--- src/rtl/pg_pkg.sv ---
package pg_pkg;

  // Turn-on sequencing phases
  typedef enum logic [1:0] {
    PH_IDLE  = 2'd0,  // disabled or waiting for soft-start to reach target
    PH_DELAY = 2'd1,  // turn-on delay counting
    PH_UP    = 2'd2   // delay expired, window decides
  } ph_e;

endpackage

--- src/rtl/pg_rst_sync.sv ---
module pg_rst_sync (
  input  logic clk,
  input  logic arst_n,
  output logic rst_n_o
);

  logic [1:0] stg_q;

  always_ff @(posedge clk or negedge arst_n) begin
    if (!arst_n) stg_q <= 2'b00;
    else         stg_q <= {stg_q[0], 1'b1};
  end

  assign rst_n_o = stg_q[1];

endmodule

--- src/rtl/pg_flag_sync.sv ---
module pg_flag_sync #(
  parameter int W      = 2,
  parameter int STAGES = 2
) (
  input  logic         clk,
  input  logic         rst_n,
  input  logic [W-1:0] d_i,
  output logic [W-1:0] q_o
);

  for (genvar b = 0; b < W; b++) begin : g_bit
    logic [STAGES-1:0] chain_q;
    logic [STAGES-1:0] chain_d;

    always_comb begin
      chain_d = {chain_q[STAGES-2:0], d_i[b]};
    end

    always_ff @(posedge clk or negedge rst_n) begin
      if (!rst_n) chain_q <= '0;
      else        chain_q <= chain_d;
    end

    assign q_o[b] = chain_q[STAGES-1];
  end

endmodule

--- src/rtl/pg_turnon.sv ---
module pg_turnon
  import pg_pkg::*;
#(
  parameter int STEP_US = 500,
  parameter int CODE_W  = 3
) (
  input  logic              clk,
  input  logic              rst_n,
  input  logic              en_i,
  input  logic              ss_i,
  input  logic              tick_i,
  input  logic [CODE_W-1:0] code_i,
  output logic              up_o
);

  localparam int MAX_TICKS = (2 ** CODE_W) * STEP_US;
  localparam int CNT_W     = $clog2(MAX_TICKS + 1);
  localparam logic [CNT_W-1:0] STEP_C = CNT_W'(STEP_US);
  localparam logic [CNT_W-1:0] ONE_C  = CNT_W'(1);

  ph_e              st_q, st_d;
  logic [CNT_W-1:0] cnt_q, cnt_d;
  logic [CNT_W-1:0] ld_val;

  assign ld_val = CNT_W'({1'b0, code_i} + 1'b1) * STEP_C;

  always_comb begin
    st_d  = st_q;
    cnt_d = cnt_q;
    if (!en_i) begin
      st_d  = PH_IDLE;
      cnt_d = '0;
    end else begin
      case (st_q)
        PH_IDLE: begin
          if (ss_i) begin
            st_d  = PH_DELAY;
            cnt_d = ld_val;
          end
        end
        PH_DELAY: begin
          if (tick_i) begin
            if (cnt_q == ONE_C) begin
              st_d  = PH_UP;
              cnt_d = '0;
            end else begin
              cnt_d = cnt_q - ONE_C;
            end
          end
        end
        PH_UP:   st_d = PH_UP;
        default: st_d = PH_IDLE;
      endcase
    end
  end

  always_ff @(posedge clk or negedge rst_n) begin
    if (!rst_n) begin
      st_q  <= PH_IDLE;
      cnt_q <= '0;
    end else begin
      st_q  <= st_d;
      cnt_q <= cnt_d;
    end
  end

  assign up_o = (st_q == PH_UP);

  AST_DELAY_NONZERO: assert property (@(posedge clk) disable iff (!rst_n)
    (st_q == PH_DELAY) |-> (cnt_q != '0));
  AST_EN_CLEARS: assert property (@(posedge clk) disable iff (!rst_n)
    !en_i |=> (st_q == PH_IDLE));
  AST_UP_HOLDS: assert property (@(posedge clk) disable iff (!rst_n)
    (up_o && en_i) |=> up_o);

endmodule

--- src/rtl/pg_blank.sv ---
module pg_blank #(
  parameter int BLANK_US = 100
) (
  input  logic clk,
  input  logic rst_n,
  input  logic dvid_i,
  input  logic tick_i,
  output logic blank_o
);

  localparam int BW = $clog2(BLANK_US + 1);
  localparam logic [BW-1:0] BLANK_C = BW'(BLANK_US);
  localparam logic [BW-1:0] ONE_C   = BW'(1);

  logic [BW-1:0] cnt_q, cnt_d;
  logic          dec_en;

  assign dec_en = tick_i && (cnt_q != '0);

  always_comb begin
    cnt_d = cnt_q;
    if (dvid_i)      cnt_d = BLANK_C;
    else if (dec_en) cnt_d = cnt_q - ONE_C;
  end

  always_ff @(posedge clk or negedge rst_n) begin
    if (!rst_n) cnt_q <= '0;
    else        cnt_q <= cnt_d;
  end

  assign blank_o = (cnt_q != '0);

  AST_BLANK_RELOAD: assert property (@(posedge clk) disable iff (!rst_n)
    dvid_i |=> (cnt_q == BLANK_C));
  AST_BLANK_HOLD: assert property (@(posedge clk) disable iff (!rst_n)
    (!tick_i && !dvid_i) |=> $stable(cnt_q));
  AST_BLANK_NO_WRAP: assert property (@(posedge clk) disable iff (!rst_n)
    (!blank_o && !dvid_i) |=> !blank_o);

endmodule

--- src/rtl/pgood_supervisor.sv ---
module pgood_supervisor
  import pg_pkg::*;
#(
  parameter int STEP_US  = 500,
  parameter int BLANK_US = 100,
  parameter int CODE_W   = 3
) (
  input  logic              clk,
  input  logic              rst_n,
  input  logic              en_i,
  input  logic              nocpu_i,
  input  logic              ss_done_i,
  input  logic              dvid_i,
  input  logic              us_tick_i,
  input  logic [CODE_W-1:0] ton_code_i,
  input  logic              win_hi_i,
  input  logic              win_lo_i,
  output logic              pgood_o
);

  localparam int NFLAG = 2;

  logic             rst_int_n;
  logic [NFLAG-1:0] flag_s;
  logic             fault_s;
  logic             up;
  logic             blank;
  logic             pg_q, pg_d;

  pg_rst_sync u_rst (
    .clk     (clk),
    .arst_n  (rst_n),
    .rst_n_o (rst_int_n)
  );

  pg_flag_sync #(.W(NFLAG), .STAGES(2)) u_sync (
    .clk   (clk),
    .rst_n (rst_int_n),
    .d_i   ({win_hi_i, win_lo_i}),
    .q_o   (flag_s)
  );

  pg_turnon #(.STEP_US(STEP_US), .CODE_W(CODE_W)) u_ton (
    .clk    (clk),
    .rst_n  (rst_int_n),
    .en_i   (en_i),
    .ss_i   (ss_done_i),
    .tick_i (us_tick_i),
    .code_i (ton_code_i),
    .up_o   (up)
  );

  pg_blank #(.BLANK_US(BLANK_US)) u_blank (
    .clk     (clk),
    .rst_n   (rst_int_n),
    .dvid_i  (dvid_i),
    .tick_i  (us_tick_i),
    .blank_o (blank)
  );

  assign fault_s = |flag_s;

  always_comb begin
    pg_d = en_i && !nocpu_i && up && (!fault_s || blank);
  end

  always_ff @(posedge clk or negedge rst_int_n) begin
    if (!rst_int_n) pg_q <= 1'b0;
    else            pg_q <= pg_d;
  end

  assign pgood_o = pg_q;

  AST_EN_OFF: assert property (@(posedge clk) disable iff (!rst_int_n)
    !en_i |=> !pgood_o);
  AST_NOCPU_OFF: assert property (@(posedge clk) disable iff (!rst_int_n)
    nocpu_i |=> !pgood_o);
  AST_NOT_UP_OFF: assert property (@(posedge clk) disable iff (!rst_int_n)
    !up |=> !pgood_o);
  AST_FAULT_OFF: assert property (@(posedge clk) disable iff (!rst_int_n)
    (fault_s && !blank) |=> !pgood_o);
  AST_BLANK_FORCE: assert property (@(posedge clk) disable iff (!rst_int_n)
    (blank && (!en_i || nocpu_i)) |=> !pgood_o);

endmodule

--- config.mk ---
export PLATFORM = sky130hd
export DESIGN_NAME = pgood_supervisor
export DESIGN_NICKNAME = d
export VERILOG_FILES = /design/src/rtl/pg_pkg.sv /design/src/rtl/pg_rst_sync.sv /design/src/rtl/pg_flag_sync.sv /design/src/rtl/pg_turnon.sv /design/src/rtl/pg_blank.sv /design/src/rtl/pgood_supervisor.sv
export SDC_FILE = /design/constraint.sdc
export NUM_CORES = 1
export LEC_CHECK = 0
export BUFFER_PORTS_ARGS = -buffer_cell sky130_fd_sc_hd__buf_2
export CORE_MARGIN = 2
export CORE_UTILIZATION = 55
export DETAILED_ROUTE_END_ITERATION = 8
export GPL_TIMING_DRIVEN = 1
export PLACE_DENSITY = 0.76
export SETUP_SLACK_MARGIN = 0.5
export SYNTH_ARGS = -nofsm -noshare
export SYNTH_HDL_FRONTEND = slang
export SYNTH_SLANG_ARGS = --single-unit
--- constraint.sdc ---
create_clock -name clk -period 1.04 [get_ports clk]
set_clock_uncertainty 0.2 [all_clocks]
set_input_delay 0.104 -clock clk [delete_from_list [all_inputs] [get_ports clk]]
set_output_delay 0.104 -clock clk [all_outputs]
set_load 0.005 [all_outputs]
==> results of run 1 <==
[per-stage QoR]
step	setup slack, ns	instances
3_3_place_gp	-2.235	370
4_1_cts	-1.833	388
2_1_floorplan	-2.093	232
3_5_place_dp	-2.312	370
[layer usage]
layer | GRT usage | overflow
met5 | 0.02778 | 0
met4 | 0.9740 | 57
met3 | 0.5520 | 2
met2 | 1.023 | 72
met1 | 0.7475 | 1
[what timing repair did]
action / in CTS
hold buffers: 1
pin swaps: 38
resized for setup: 67
setup buffers: 11
gates cloned: 2
endpoints found under the hold margin: 12
endpoints found under the setup margin: 52
[logic make-up after synthesis]
group | after synthesis
buffers and inverters | 31
DFF | 28
muxes | 4
AOI/OAI and AO/OA | 49
adders and majority gates | 26
and+or+nand+nor | 79
other | 1
xor gates and xnor gates | 14
==> impl_metrics.ini, run 1 <==
[cts]
cts_root_buf = clkbuf_8
numCtsBuffers = 3
ctsHtreeMaxLevel = 1
clock_path_buffers = 2
numClockSinks = 28

[yosys]
synth.largest_area_cell = dfrtp_1
synth.cells.most_frequent = inv_1, dfrtp_1, nor2_1, ha_1, nand2_1
synth_mux_area_frac = 0.01899
yosys.area.top_type_share = 0.3323
yosysWarnings = 0
syn-instance-count = 232
synth_top_family_by_area = simple AND/OR/NAND/NOR gates
synth_adder_area_share = 0.1792
synth-main-ff-cell = dfrtp_1
postSynthRegisterBits = 28
seq_area_frac_synth = 0.3323
postSynth.asyncResetShare = 1.000
synth-edff-count = 0
synth_top_cells_by_area = dfrtp_1, ha_1, fa_1
syn-cell-area_um2 = 2108
simple_logic_cell_fraction_of_the_synthesized_area = 0.2042
cell_with_the_most_instances_after_synthesis = inv_1
synth_nets = 270
avgSynthCellArea_um2 = 9.087
yosys.cell_types.count = 45
post_synth_xor_area_fraction = 0.05816
synth_compound_area_frac = 0.1496

[placement]
gpl.final_weighted_congestion = 0.9126
placedInstanceArea_um2 = 2935
io_buffers = 12
dpl.hpwl_um = 4217

[floorplanning]
io_pins = 13
die-width_um = 65.92
floorplan.initialDensity = 0.5759
placementRows = 22
dieHeight_um = 65.92

[run_status]
error_message = [ERROR GRT-0232] Routing congestion too high. Check the congestion heatmap in the GUI.
lastStage = 5_1_grt
status = did not finish

[sta]
crit_endpoint = u_ton.cnt_q[11]$_DFFE_PN0P_/D
worst_end_pin_type = sequential cell input

[global_routing]
grt.total_usage = 0.7978
global_route.overflow_total = 132
grt_max_degree = 16
==> run 2: changes to the inputs <==
Settings changed: CORE_UTILIZATION 55 to 40, PLACE_DENSITY 0.76 to unset, PLACE_DENSITY_LB_ADDON set to 0.15, SETUP_SLACK_MARGIN 0.5 to unset.
Clock period 1.04 ns to 1.35 ns, I/O delays scaled along.
==> run 2 against run 1 <==
- the flow now finishes, with violations (setup timing)
- synthesized cell count stayed put
- area after synthesis did not move
==> impl_metrics.ini, run 2 <==
[run_status]
status = complete, but fails checks
failed_checks = setup timing

[yosys]
synth.cells.most_frequent = inv_1, dfrtp_1, nor2_1, ha_1, nand2_1
synth-main-ff-cell = dfrtp_1
seq_area_frac_synth = 0.3323
yosysWarnings = 0
yosys.area.top_type_share = 0.3323
synth.largest_area_cell = dfrtp_1
cell_with_the_most_instances_after_synthesis = inv_1
postSynth.asyncResetShare = 1.000
synth_top_cells_by_area = dfrtp_1, ha_1, fa_1
syn-instance-count = 232
postSynthRegisterBits = 28
synth-edff-count = 0
synth_nets = 270
syn-cell-area_um2 = 2108
yosys.cell_types.count = 45
avgSynthCellArea_um2 = 9.087

[cells_and_area]
finish.net_count = 380
largest_register_ffs = 12
syn_to_final_growth_pct = 67.36
final_layout_size_suffix_gt1_frac = 0.5103
largestRegisters = u_ton.cnt_q (12), u_blank.cnt_q (7), u_sync.g_bit.chain_q (4)
antennaDiodeCount = 0
max_flop_register = u_ton.cnt_q
layout_commonest_cell = buf_4
most_frequent_cells_in_the_layout = buf_4, dfrtp_1, inv_1, buf_6, nor2_1

[cts]
clock_path_buffers = 2
ctsHtreeMaxLevel = 1
tritoncts = done
numClockSinks = 28
insertion_delay_ns = 0.28
cts_root_buf = clkbuf_8
clkSlewWorstSetupHoldPaths_ns = 0.10
numCtsBuffers = 3

[setup_path]
crit-reg2reg-launch = u_ton.cnt_q[1]
r2r_slack_ns = -0.69
worst_setup_path_start_kind = input pin
reg2reg_depth = 8
required_time_of_the_critical_path_ns = 1.32
cp.arrival_ns = 2.89
cp-end-kind = flip-flop
critPathMaxFanout = 2
crit-reg2reg-capture = u_ton.cnt_q[8]
setup_crit_path_kind = input pin to flip-flop

[sta]
layout_worst_path_cycle_share = 2.161
fmax_mhz = 342.8
report.final.slew_viol_count = 0
setup_slack_ns = -1.567
holdWs_ns = 0.01575
rsz0062_at_grt = yes
final-setup-viol-count = 22
finalWorstPathRequiredPeriod_ns = 2.917
report.final.hold_viol_count = 0

[floorplanning]
placementRows = 26
floorplan.initialDensity = 0.4128
die_area_um2 = 5868
dieHeight_um = 76.60
area_inside_the_core_boundary_um2 = 5107
io_pins = 13
die-width_um = 76.60

[pwr]
total_leakage_power_nw = 1.629
power-per-cell-area_nw_per_um2 = 1776
totalPowerFinal_mw = 6.267
vdd_drop_max_mv = 1.070

[global_routing]
grt_pass1_vias = 2089
grt.total_usage = 0.2109
first_pass_grt_wire_length_um = 9880
antenna_found_initial = 0
grt_max_degree = 19
global_route.overflow_total = 0

[drt]
routed_via_density = 5.002
detail-route-antenna-nets = 0
drt_iter0_markers = 96
vias = 2056
detail_route.wirelength_um = 5789
drt_pre_antenna_iters = 4
wire_per_inst_um = 14.09
drcViolationCount = 0

[placement]
io_buffers = 12
dpl.hpwl_um = 4061
gpl.final_weighted_congestion = 0.8549

[flow_run]
max_cap_viol_count = 0

[hold_path]
worst_hold_path_type = flip-flop to asynchronous set/reset pin
==> run 2: cell counts after synthesis <==
Identical to the previous run, type by type.
==> run 2: how the worst max path moves through the flow <==
stage / start / to / slack (ns) / cells past startpoint
after detailed placement: ton_code_i[0] / u_ton.cnt_q[11] / -2.02 / 15
after CTS: ton_code_i[1] / u_ton.cnt_q[11] / -1.54 / 15
after global placement: ton_code_i[0] / u_ton.cnt_q[11] / -1.95 / 15
after floorplan: ton_code_i[0] / u_ton.cnt_q[11] / -1.81 / 14
after global routing: ton_code_i[1] / u_ton.cnt_q[11] / -1.70 / 15
final: ton_code_i[1] / u_ton.cnt_q[11] / -1.57 / 15
==> run 2: critical path, cell delays in order <==
cell	delay [ns]
buf_8	0.10
ha_4	0.17
xor2_4	0.15
buf_4	0.13
buf_6	0.11
ha_4	0.25
inv_2	0.03
fa_2	0.59
fa_2	0.21
nand2b_4	0.14
a21oi_4	0.07
a222oi_1	0.35
xnor2_1	0.15
o211ai_1	0.17
o211ai_1	0.10
==> run 2: timing repair <==
item,CTS,global route
gates resized for setup,61,25
pin swaps,37,31
setup endpoints to repair,22,22
buffers inserted,15,6
hold buffers,7,0
endpoints found under the hold margin,20,0
==> run 2: area by class of cell <==
class | instances | area, um^2
timing repair buffer | 107 | 870.8
sequential | 28 | 700.7
clock buffer | 3 | 41.29
fill | 400 | 1579
tap | 70 | 87.58
inverter | 29 | 108.9
clock inverter | 1 | 30.03
multi-input combinational | 173 | 1689
==> run 2: report_power, final <==
part / internal (mW) / total, mW / switching, mW
logic: 2.26 / 4.35 / 2.09
registers: 1.05 / 1.24 / 0.193
clock network: 0.397 / 0.672 / 0.275
==> run 2: cell families (layout without fill, tap and decap cells) <==
| family | Yosys count | in the layout | synth area share |
|---|---|---|---|
| AO/OA/AOI/OAI | 49 | 49 | 0.1496 |
| XOR/XNOR | 14 | 14 | 0.05816 |
| adder cells (fa/ha/maj) | 26 | 26 | 0.1792 |
| buffers and inverters | 31 | 140 | 0.05578 |
| flip-flops | 28 | 28 | 0.3323 |
| multiplexers | 4 | 4 | 0.01899 |
| other | 1 | 1 | 0.001779 |
| AND/OR/NAND/NOR | 79 | 79 | 0.2042 |
==> run 2: routing by layer <==
layer	share of wire	global-route usage	vias up
met5	0	0	-
met2	0.51	0.3531	42
li1	-	-	1011
met4	0.012	0.05455	0
met3	0.044	0.03673	11
met1	0.44	0.2831	992
==> run 2: metrics by stage <==
stage	util	area (um^2)	TNS [ns]	std cells	setup WS, ns
detailed placement	0.5701	2912	-17.21	384	-2.023
global placement	0.5701	2912	-16.65	384	-1.949
finish	0.6908	3528	-14.50	411	-1.567
CTS	0.6666	3405	-14.40	408	-1.541
global route	0.6908	3528	-16.70	411	-1.698
floorplan	-	2227	-13.02	232	-1.814
Power figures use the tool's default switching activity.
